[config.mk]
export PLATFORM = sky130hd
export DESIGN_NAME = fan_speed_ramp
export DESIGN_NICKNAME = d
export VERILOG_FILES = /design/src/rtl/fan_ramp_pkg.sv /design/src/rtl/fan_ramp_regs.sv /design/src/rtl/fan_ramp_tick.sv /design/src/rtl/fan_ramp_counter.sv /design/src/rtl/fan_speed_ramp.sv
export SDC_FILE = /design/constraint.sdc
export NUM_CORES = 1
export LEC_CHECK = 0
export BUFFER_PORTS_ARGS = -buffer_cell sky130_fd_sc_hd__buf_4
export CELL_PAD_IN_SITES_DETAIL_PLACEMENT = 1
export CELL_PAD_IN_SITES_GLOBAL_PLACEMENT = 1
export CORE_MARGIN = 2
export CORE_UTILIZATION = 49
export CTS_CLUSTER_DIAMETER = 200
export DETAILED_ROUTE_END_ITERATION = 10
export PLACE_DENSITY = 0.86
export SYNTH_ARGS = -nofsm -noshare
export SYNTH_HDL_FRONTEND = slang
export SYNTH_HIERARCHICAL = 1
export SYNTH_SLANG_ARGS = --single-unit
[constraint.sdc]
create_clock -name clk -period 8 [get_ports clk]
set_clock_uncertainty 0.15 [all_clocks]
set_input_delay 1.2 -clock clk [delete_from_list [all_inputs] [get_ports clk]]
set_output_delay 1.2 -clock clk [all_outputs]
set_load 0.01 [all_outputs]
[src/rtl/fan_ramp_pkg.sv]
package fan_ramp_pkg;

   // Step-rate field encodings (ramp control bits [2:1])
   typedef enum logic [1:0] {
      RATE_1HZ  = 2'b00,
      RATE_4HZ  = 2'b01,
      RATE_8HZ  = 2'b10,
      RATE_16HZ = 2'b11
   } rate_sel_e;

   // Ramp control register image: rate in [2:1], enable in [0]
   typedef struct packed {
      rate_sel_e rate;
      logic      en;
   } ramp_ctrl_t;

   localparam int CTRL_BITS = $bits(ramp_ctrl_t);
   localparam int SUB_BITS  = 4;   // base ticks divided by up to 16

   localparam logic ADDR_SPEED = 1'b0;
   localparam logic ADDR_CTRL  = 1'b1;

   // Mask of sub-count bits that must all be set for a rate tick
   function automatic logic [SUB_BITS-1:0] rate_mask(rate_sel_e r);
      logic [SUB_BITS-1:0] m;
      case (r)
         RATE_1HZ:  m = 4'hF;
         RATE_4HZ:  m = 4'h3;
         RATE_8HZ:  m = 4'h1;
         default:   m = 4'h0;
      endcase
      return m;
   endfunction

endpackage

[src/rtl/fan_ramp_regs.sv]
module fan_ramp_regs
   import fan_ramp_pkg::*;
#(
   parameter int WIDTH = 8
) (
   input  logic             clk,
   input  logic             rst,
   input  logic             wr_en,
   input  logic             wr_addr,
   input  logic [WIDTH-1:0] wr_data,
   input  logic             rd_addr,
   output logic [WIDTH-1:0] rd_data,
   output logic [WIDTH-1:0] target_q,
   output ramp_ctrl_t       ctrl_q
);

   localparam int PAD = WIDTH - CTRL_BITS;

   always_ff @(posedge clk) begin
      if (rst) begin
         target_q <= '0;
         ctrl_q   <= '0;
      end else if (wr_en) begin
         if (wr_addr == ADDR_SPEED)
            target_q <= wr_data;
         else
            ctrl_q   <= ramp_ctrl_t'(wr_data[CTRL_BITS-1:0]);
      end
   end

   // Reserved control bits always read back as zero
   always_comb begin
      if (rd_addr == ADDR_CTRL)
         rd_data = {{PAD{1'b0}}, ctrl_q};
      else
         rd_data = target_q;
   end

endmodule

[src/rtl/fan_ramp_tick.sv]
module fan_ramp_tick
   import fan_ramp_pkg::*;
#(
   parameter int BASE_DIV = 7812500
) (
   input  logic      clk,
   input  logic      rst,
   input  logic      run,
   input  rate_sel_e rate,
   output logic      tick
);

   localparam int PW = (BASE_DIV > 2) ? $clog2(BASE_DIV) : 1;
   localparam logic [PW-1:0] PRE_LAST = PW'(BASE_DIV - 1);

   logic [PW-1:0]       pre_q;
   logic [SUB_BITS-1:0] sub_q;
   logic [SUB_BITS-1:0] mask;
   logic                base_pulse;

   generate
      if (BASE_DIV < 2) begin : g_bad_div
         $error("fan_ramp_tick: BASE_DIV must be at least 2");
      end
   endgenerate

   assign base_pulse = run && (pre_q == PRE_LAST);
   assign mask       = rate_mask(rate);
   assign tick       = base_pulse && ((sub_q & mask) == mask);

   // Prescaler held at zero while the ramp is off, so tick phase starts
   // from the enabling write.
   always_ff @(posedge clk) begin
      if (rst || !run) begin
         pre_q <= '0;
         sub_q <= '0;
      end else begin
         pre_q <= base_pulse ? '0 : pre_q + 1'b1;
         if (base_pulse)
            sub_q <= sub_q + 1'b1;
      end
   end

   p_tick_spacing_r5: assert property (@(posedge clk) disable iff (rst)
      tick |=> !tick)
      else $error("tick on consecutive cycles");

   p_tick_needs_run_r10: assert property (@(posedge clk) disable iff (rst)
      !run |=> !tick)
      else $error("tick right after ramp disabled");

endmodule

[src/rtl/fan_ramp_counter.sv]
module fan_ramp_counter #(
   parameter int WIDTH = 8
) (
   input  logic             clk,
   input  logic             rst,
   input  logic             ramp_en,
   input  logic             tick,
   input  logic [WIDTH-1:0] target,
   output logic [WIDTH-1:0] count_q
);

   logic step_up, step_dn;

   assign step_up = ramp_en && tick && (count_q < target);
   assign step_dn = ramp_en && tick && (count_q > target);

   // With ramp off the counter tracks the target, which is the preload.
   always_ff @(posedge clk) begin
      if (rst)
         count_q <= '0;
      else if (!ramp_en)
         count_q <= target;
      else if (step_up)
         count_q <= count_q + 1'b1;
      else if (step_dn)
         count_q <= count_q - 1'b1;
   end

   p_unit_step_r4: assert property (@(posedge clk) disable iff (rst)
      ramp_en |=> (count_q == $past(count_q)) ||
                  (count_q == $past(count_q) + 1'b1) ||
                  (count_q == $past(count_q) - 1'b1))
      else $error("ramp moved more than one LSB");

   p_hold_at_goal_r4: assert property (@(posedge clk) disable iff (rst)
      (ramp_en && count_q == target) |=> $stable(count_q))
      else $error("counter left the target");

   p_still_between_ticks_r10: assert property (@(posedge clk) disable iff (rst)
      (ramp_en && !tick) |=> $stable(count_q))
      else $error("counter moved without tick");

   p_track_when_off_r9: assert property (@(posedge clk) disable iff (rst)
      !ramp_en |=> count_q == $past(target))
      else $error("counter not loaded from target");

endmodule

[src/rtl/fan_speed_ramp.sv]
module fan_speed_ramp
   import fan_ramp_pkg::*;
#(
   parameter int WIDTH    = 8,
   parameter int BASE_DIV = 7812500
) (
   input  logic             clk,
   input  logic             rst,
   input  logic             wr_en,
   input  logic             wr_addr,
   input  logic [WIDTH-1:0] wr_data,
   input  logic             rd_addr,
   output logic [WIDTH-1:0] rd_data,
   input  logic             force_full,
   output logic [WIDTH-1:0] dac_code
);

   ramp_ctrl_t       ctrl;
   logic [WIDTH-1:0] target;
   logic [WIDTH-1:0] count;
   logic             tick;

   generate
      if (WIDTH < CTRL_BITS) begin : g_bad_width
         $error("fan_speed_ramp: WIDTH too small for control register");
      end
   endgenerate

   fan_ramp_regs #(.WIDTH(WIDTH)) u_regs (
      .clk      (clk),
      .rst      (rst),
      .wr_en    (wr_en),
      .wr_addr  (wr_addr),
      .wr_data  (wr_data),
      .rd_addr  (rd_addr),
      .rd_data  (rd_data),
      .target_q (target),
      .ctrl_q   (ctrl)
   );

   fan_ramp_tick #(.BASE_DIV(BASE_DIV)) u_tick (
      .clk  (clk),
      .rst  (rst),
      .run  (ctrl.en),
      .rate (ctrl.rate),
      .tick (tick)
   );

   fan_ramp_counter #(.WIDTH(WIDTH)) u_count (
      .clk     (clk),
      .rst     (rst),
      .ramp_en (ctrl.en),
      .tick    (tick),
      .target  (target),
      .count_q (count)
   );

   always_comb begin
      if (force_full)
         dac_code = '1;
      else if (ctrl.en)
         dac_code = count;
      else
         dac_code = target;
   end

   p_override_full_r7: assert property (@(posedge clk) disable iff (rst)
      force_full |-> (dac_code == {WIDTH{1'b1}}))
      else $error("override did not force full scale");

   p_reset_clears_r1: assert property (@(posedge clk)
      rst |=> (count == '0) && (target == '0))
      else $error("reset left state nonzero");

endmodule

* After elaboration in Yosys (flattened, before gate mapping)
Index checks and enable logic that the tools add are counted.
** Word-level totals
- Register bits after elaboration :: 46
- Input port bits :: 14
- Output and inout bits :: 16
- Word-level logic and storage cells :: 37
** Operators by class
- Add/subtract/negate cells :: 4
- Magnitude comparators :: 2
- Equality and inequality tests :: 5
- Multiplexer cells :: 7
- Bitwise logic cells :: 2
- Reduce and logical (&&, ||, !) cells :: 11
** Operator list (count)
- 2-to-1 mux 8 bit :: 6
- adder 23 x 1 -> 23 bit, second input constant :: 1
- == test 23 bit, second input constant :: 1
- case mux 4 bit (3 select lines) :: 1
- adder 8 x 1 -> 8 bit, second input constant :: 1
- greater-than comparator 8 bit :: 1
- less-than comparator 8 bit :: 1
- subtractor 8 x 1 -> 8 bit, second input constant :: 1
- logical AND 1 bit :: 5
- adder 4 x 1 -> 4 bit, second input constant :: 1
- AND 4 bit :: 1
- == test 4 bit :: 1
- AND reduction 2 bit :: 2
- != test 3 x 1 -> 1 bit, second input constant :: 1
- == test 2 x 1 -> 1 bit, second input constant :: 1
- == test 2 bit, second input constant :: 1
- logical NOT 2 bit :: 1
- OR reduction 2 bit :: 1
- logical NOT 1 bit :: 1
- logical OR 1 bit :: 1
- inverter 1 bit :: 1

* Depth between registers and ports, before layout
Gate-level depths: netlist of run 1.
- Depth after elaboration :: 10
- Gate-level depth with buffers :: 16
- Mapped depth without buffers :: 15

* Cells and area by module
The synthesis of run 1 kept the hierarchy.
** Modules (own cells, without submodules)
- fan_ramp_tick :: times used 1, cells an instance 152, area an instance 1342.5 sq um, seq. area each 540.5 sq um
- fan_ramp_counter :: times used 1, cells an instance 108, area an instance 908.4 sq um, seq. area each 160.2 sq um
- fan_ramp_regs :: times used 1, cells an instance 53, area an instance 543.0 sq um, seq. area each 220.2 sq um
- fan_speed_ramp :: times used 1, cells an instance 18, area an instance 142.6 sq um, seq. area each 0.0 sq um

* Worst setup path after synthesis of run 1
Ideal clock, no wire load.
- Path kind :: register -> register
- Start point :: register u_tick.pre_q[0]
- End point :: register u_count.count_q[7]
- Library setup time :: 74 ps
- Arrival :: 3585 ps
- Data required time :: 7776 ps
- Slack :: 4191 ps
- Stages on the path, launching flop included :: 17
- Path buffers :: 1
- Clock period less this slack :: 3809 ps
- Path through :: dfxtp_1 -> ha_1 -> nand4_1 -> or2_2 -> clkbuf_1 -> nor2_1 -> nor4bb_1 -> nand2_4 -> nor2_1 -> nand2_1 -> ha_1 -> a21oi_2 -> o211ai_1 -> o41a_1 -> nor3b_2 -> nand3_1 -> a31oi_1
** Between the ends
- Cells in the longest elaborated chain, start to end :: 7
- Elaborated cells on any way between the ends :: 9
- Those cells by class :: 2 x eq/ne; 2 x mux; 5 x reduce/logical
** Ends and longest elaborated chain
- start, declared :: line fan_ramp_tick.sv:16 : logic [PW-1:0] pre_q;
- start signal, assigned :: line fan_ramp_tick.sv:38 : pre_q <= base_pulse ? '0 : pre_q + 1'b1;
- == test 23 bit * :: line fan_ramp_tick.sv:27 : assign base_pulse = run && (pre_q == PRE_LAST);
- logical AND 1 bit * :: line fan_ramp_tick.sv:27
- logical AND 1 bit * :: line fan_ramp_tick.sv:29 : assign tick = base_pulse && ((sub_q & mask) == mask);
- named net tick :: line fan_speed_ramp.sv:21 : logic tick;
- logical AND 1 bit * :: line fan_ramp_counter.sv:14, fan_ramp_counter.sv:15
- logical AND 1 bit :: line fan_ramp_counter.sv:14 : assign step_up = ramp_en && tick && (count_q < target);
- 2-to-1 mux 8 bit :: line fan_ramp_counter.sv:23 : else if (step_up)
- 2-to-1 mux 8 bit :: line fan_ramp_counter.sv:21 : else if (!ramp_en)
- end signal, assigned :: line fan_ramp_counter.sv:22 : count_q <= target;
- end signal, assigned :: line fan_ramp_counter.sv:24 : count_q <= count_q + 1'b1;
- end signal, assigned :: line fan_ramp_counter.sv:26 : count_q <= count_q - 1'b1;
- end, declared :: line fan_ramp_counter.sv:9 : output logic [WIDTH-1:0] count_q
The timed path passes the listed nets; every way through them passes the cells marked *.
A chain may end at the register's enable or synchronous reset.

* Worst setup path in the final report of run 1
- Start point :: register u_tick.pre_q[10]
- End point :: register u_count.count_q[6]
The elaborated chain is that of the path after synthesis.

==> reports/metrics.csv, run 1 <==
metric,value,unit
biggest cell delay along the critical path,570,ps
final wirelength,7.22,mm
FF/Latch Area,921,um^2
"EDFF count, synth",0,
fmax,227,MHz
Die Height,81.4,um
buffers plus inverters on the worst setup path,0,
vias in the first global route,2454,
drt via density,5.76,
DRT iter0 DRCs,62,
Syn Area/Cell,8.87,um^2
metal2 WL,3.51,mm
CP Data Required Time,8070,ps
Met1 Routed Length,3.47,mm
WHS Path Cells,1,
crit path DAT,4460,ps
Synth area leaders,"dfxtp_1 31%, ha_1 7.2%, mux2i_1 4.8%, nor2_1 3.8%, xnor2_1 3.6%",
clk buf depth,2,
slew margin rel.,56.2,%
proportion of layout cells with a drive suffix above 1,17.4,%
first-pass GRT wire length,11.9,mm
crit path max fanout,8,
Worst setup SP type,register,
Worst-path clk slew,80,ps
worst slew pin tran,648,ps
"Slew Viols, Final",0,
Pre-antenna DRT Iters,4,
register area share after synthesis,31.4,%
row cnt,28,
Max Cap Violations,0,
Synth cell types,58,
IO Pins,30,
multi-input combinational cell area,1890,um^2
post_cts resized,0,
routed len/inst,16.8,um
initial core utilization,50.2,%
die area,6630,um^2
Post CTS Setup Buffer Count,0,
largest delay contributor family on the critical path,simple AND/OR/NAND/NOR gates,
total core area,5850,um^2
Critical Path Stages,14,
worst min-delay path class,reg2reg,
worst setup path class,reg2reg,
peak supply drop,0.0000871,V
routed via count,2482,
TritonCTS buffer count,5,
GRT Util Overall,23.3,%
critical path's slowest cell,nor4bb_1,
post-route ant nets,0,
critical-path cell list,"nor4b_1, nand4b_1, nor2_1, nor4bb_1, nand2_4, nor2_1, nand2_1, fa_1, a21oi_1, o211ai_1, a21oi_1, xnor2_1, mux2i_1, a211oi_1",
Ys Warns,6,
Sink Count,46,
largest area contributor in the synthesized netlist,dfxtp_1,
"Hold-fix buffers, CTS",0,
most common cell in the netlist,dfxtp_1,
largest net degree at the start of global routing,38,
die width,81.4,um
RePlAce Congestion,0.868,
H-tree depth,2,
Layout area overhead,11.3,%
Synth Instances,331,
PortBufs,29,
Pwr per Cell Area,139,nW/um^2
DRC,0,
Filler Cells Inserted,697,
Antenna diodes,0,
CP Capture Type,register,
Synth async-reset ratio,0,%
setup TNS,0,ps
FF-to-FF path depth,14,
Root Buffer,clkbuf_8,
Congestion Overflow GR,0,
leakage power total,1.23,nW
post-synthesis cell area,2940,um^2
top-area cell type share of the netlist area,31.4,%
"Hold Violations, Final",0,
unrepaired setup endpoints after global routing,no,
top sig layer,met4,
Final #Nets,388,
Final setup viols,0,
Post-synth top flop,dfxtp_1,
status,"finished, final reports clean",
final core utilization,55.9,%
Post-Syn Nets,363,
final cycle utilization of the critical path,55.0,%
min cycle time layout,4400,ps
Synth top cells by count,"46 x dfxtp_1, 30 x nor2_1, 17 x ha_1",
Clock Latency Late Sink,300,ps
TritonCTS clock tree,done,
post-synthesis register bit count,46,
initial antenna violation count,0,
HPWL after DPL,5.44,mm
metal3 WL,128,um
## per-layer routing
layer / vias up / global-route usage [%]
met5: - / 0
met3: 11 / 3.30
met2: 20 / 39.2
li1: 1249 / -
met1: 1202 / 31.0
met4: 0 / 6.61
## worst reg2reg max path: stages (launching register included)
cell and delay [ps]:
dfxtp_1 430, nor4b_1 380, nand4b_1 350, nor2_1 350, nor4bb_1 570, nand2_4 130, nor2_1 220, nand2_1 260
fa_1 490, a21oi_1 220, o211ai_1 130, a21oi_1 190, xnor2_1 130, mux2i_1 80, a211oi_1 230
## cells by family (layout without fill, tap and decap cells)
kind of cell	Yosys count	after routing	synth area share [%]
AO/OA/AOI/OAI	63	63	15.4
XOR/XNOR	20	20	5.97
adder cells (fa/ha/maj)	18	18	7.92
buffers and inverters	27	52	4.35
flip-flops	46	46	31.4
multiplexers	17	17	5.92
AND/OR/NAND/NOR	140	140	29.1
## registers in the layout, summed over array words and instances, names as in the netlist
register / flops
u_count/count_q: 8
u_regs/ctrl_q: 3
u_regs/target_q: 8
u_tick/pre_q: 23
u_tick/sub_q: 4
## stage by stage
stage	total power, W	instances	worst slack (ps)	area (um^2)	hold WS, ps
floorplan	0.000299	331	4190	2940	280
global placement	0.000321	424	3940	3190	296
detailed placement	0.000325	424	3720	3190	315
CTS	0.000461	431	3550	3270	335
global route	0.000481	431	3260	3270	380
finish	0.000455	431	3600	3270	332
## area by class of cell
| cell class | instances | share of cell area, % |
|---|---|---|
| multi-input cells | 258 | 57.8 |
| inverters | 14 | 1.61 |
| well taps | 75 | 2.87 |
| clock inverters | 1 | 0.230 |
| clock buffers | 6 | 2.22 |
| repair buffers | 31 | 7.12 |
| flip-flops and latches | 46 | 28.2 |
## cells in the final DEF, fill, tap and decap left out, types with 8 or more instances in the layout
master,synthesis,final
dfxtp_1,46,46
buf_4,0,31
nor2_1,30,30
ha_1,17,17
nand2b_1,16,16
a21oi_1,16,16
nand3_1,16,16
nand2_1,15,15
nor2b_1,14,14
inv_1,14,14
mux2i_1,14,14
xnor2_1,12,12
o21ai_1,7,8
xor2_1,8,8
## path summary, 6_finish.rpt
| kind | slack, ps | endpoint | from |
|---|---|---|---|
| setup reg to reg | 3600 | u_count/count_q[6]$_SDFFE_PP0P_ | u_tick/pre_q[10]$_SDFF_PP0_ |
| setup / recovery | 3600 | u_count/count_q[6]$_SDFFE_PP0P_ | u_tick/pre_q[10]$_SDFF_PP0_ |
| hold reg to reg | 330 | u_tick/pre_q[0]$_SDFF_PP0_ | u_tick/pre_q[0]$_SDFF_PP0_ |
| hold / removal | 330 | u_tick/pre_q[0]$_SDFF_PP0_ | u_tick/pre_q[0]$_SDFF_PP0_ |
## power by group
group	total, W	switching [W]	internal (W)
sequential	0.000240	0.00000631	0.000234
combinational	0.0000802	0.0000411	0.0000391
clock	0.000135	0.0000752	0.0000600
total	0.000455	0.000123	0.000333
Power figures use the tool's default switching activity.
==> run 2, diff against run 1 <==
CORE_UTILIZATION = 45   (was 49)
PLACE_DENSITY = 0.8   (was 0.86)
clock period = 4.5 ns   (was 8 ns; I/O delays follow)
==> run 2 against run 1 <==
Net effect: first-iteration DRC count unchanged; via count up 2.4%; die area up 8.4%; critical path depth up 1; largest cell class unchanged; critical path type unchanged; cell count up 0.93%; sequential power up 77%; routed wire length down 1.1%; sequential cell count unchanged.
==> reports/metrics.csv, run 2 (synthesis results as in run 1) <==
metric,value,unit,change
initial core utilization,46.5,%,-3.7 points
post-route ant nets,0,,unchanged
Worst setup SP type,register,,
Antenna diodes,0,,unchanged
routed len/inst,16.4,um,-2.0%
fmax,243,MHz,+7.0%
total core area,6310,um^2,+7.9%
unrepaired setup endpoints after global routing,no,,
die area,7190,um^2,+8.4%
RePlAce Congestion,0.811,,-6.5%
final cycle utilization of the critical path,91.3,%,+36 points
Pwr per Cell Area,252,nW/um^2,+81%
leakage power total,1.25,nW,+1.3%
setup TNS,0,ps,unchanged
Setup WS pre-CTS,465,ps,-3260 ps
setup ws final,390,ps,-3210 ps
"Hold Violations, Final",0,,unchanged
Largest regs,"u_tick/pre_q: 23 flops, u_count/count_q: 8 flops, u_regs/target_q: 8 flops",,
Root Buffer,clkbuf_8,,
worst min-delay path class,reg2reg,,
DRT iter0 DRCs,62,,unchanged
Layout area overhead,12.0,%,
worst setup path class,reg2reg,,
Max Cap Violations,0,,unchanged
FF/Latch Area,921,um^2,unchanged
initial antenna violation count,0,,unchanged
max FFs per register,23,,unchanged
GRT Util Overall,21.0,%,-2.3 points
Congestion Overflow GR,0,,unchanged
HPWL after DPL,5.46,mm,+0.29%
Post CTS Setup Buffer Count,0,,unchanged
Die Height,84.8,um,+4.1%
vias in the first global route,2592,,+5.6%
Pre-antenna DRT Iters,4,,unchanged
most frequent cells in the layout,"46 x dfxtp_1, 32 x buf_4, 30 x nor2_1",,
largest net degree at the start of global routing,38,,unchanged
TritonCTS clock tree,done,,
peak supply drop,0.000175,V,+100%
"Slew Viols, Final",0,,unchanged
crit path max fanout,8,,unchanged
status,"finished, final reports clean",,
clk buf depth,2,,unchanged
Sink Count,46,,unchanged
Final #Nets,389,,+0.26%
Filler Cells Inserted,785,,+13%
slew margin rel.,66.8,%,+11 points
first-pass GRT wire length,12.3,mm,+3.2%
CP Data Required Time,4550,ps,-3520 ps
crit path DAT,4160,ps,-300 ps
TritonCTS buffer count,5,,unchanged
min cycle time layout,4110,ps,-288 ps
IO Pins,30,,unchanged
PortBufs,29,,unchanged
routed via count,2541,,+2.4%
multi-input combinational cell area,1890,um^2,unchanged
CP Capture Type,register,,
proportion of layout cells with a drive suffix above 1,17.9,%,+0.46 points
Top reg by flops,u_tick/pre_q,,
worst slew pin tran,494,ps,-154 ps
"Hold-fix buffers, CTS",0,,unchanged
Worst-path clk slew,90,ps,about the same
post_cts resized,0,,unchanged
row cnt,29,,+3.6%
Final setup viols,0,,unchanged
DRC,0,,unchanged
die width,84.8,um,+4.1%
final wirelength,7.14,mm,-1.1%
H-tree depth,2,,unchanged
Clock Latency Late Sink,300,ps,about the same
"most common cell after layout, fill and taps aside",dfxtp_1,,
drt via density,5.84,,+1.4%
==> run 2: cell count changes in the layout (fill, tap and decap cells not counted), sizes merged <==
cell / before / now
buf: 31 / 32
clkbuf: 6 / 7
clkinv: 0 / 1
clkinvlp: 1 / 0
==> run 2: area by class of cell <==
| cell class | count | area share [%] |
|---|---|---|
| clock buffer | 7 | 2.62 |
| clock inverter | 1 | 0.152 |
| inverter | 14 | 1.60 |
| multi-input combinational | 258 | 57.4 |
| sequential | 46 | 28.0 |
| tap | 77 | 2.93 |
| timing repair buffer | 32 | 7.30 |
==> run 2: power by group <==
| group | switching (W) | leakage [nW] | internal [W] |
|---|---|---|---|
| clock | 0.000137 | 0.0482 | 0.000124 |
| combinational | 0.0000730 | 0.826 | 0.0000697 |
| sequential | 0.0000108 | 0.373 | 0.000415 |
==> run 2: worst max-delay path, cell delays in order (launching register included) <==
cell and delay, ps:
dfxtp_1 420, nor4b_1 320, nand4b_1 350, nor2_1 350, nor4bb_1 260, buf_4 180
nand2_4 60, nor2_1 190, nand2_1 250, fa_1 470, a21oi_1 200, o211ai_1 140
a21oi_1 190, xnor2_1 130, mux2i_1 80, a211oi_1 270
==> run 2: through the flow <==
step	hold slack [ps]	total power (W)	cell area, um^2	cells	utilization [%]
after floorplan	280	0.000531	2940	331	-
after global placement	300	0.000573	3200	427	50.7
after detailed placement	309	0.000578	3200	427	50.7
after CTS	330	0.000845	3290	435	52.1
after global routing	355	0.000876	3290	435	52.1
final	320	0.000830	3290	435	52.1
==> run 2: routing by layer <==
metal  track usage (%)  vias up  part of all wire (%)
met5                 0        -                     0
met1              24.2     1239                    43
met3              3.83       13                   2.8
li1                  -     1248                     -
met4              6.64        0                   1.8
met2              39.0       41                    52
==> run 2: final timing paths <==
check                                            startpoint                               to  slack (ps)  cells past startpoint
worst max register to register  u_tick/pre_q[10]$_SDFF_PP0_  u_count/count_q[6]$_SDFFE_PP0P_         390                     15
worst max-delay path            u_tick/pre_q[10]$_SDFF_PP0_  u_count/count_q[6]$_SDFFE_PP0P_         390                     15
worst min register to register   u_tick/pre_q[0]$_SDFF_PP0_       u_tick/pre_q[0]$_SDFF_PP0_         320                      1
worst min-delay path             u_tick/pre_q[0]$_SDFF_PP0_       u_tick/pre_q[0]$_SDFF_PP0_         320                      1
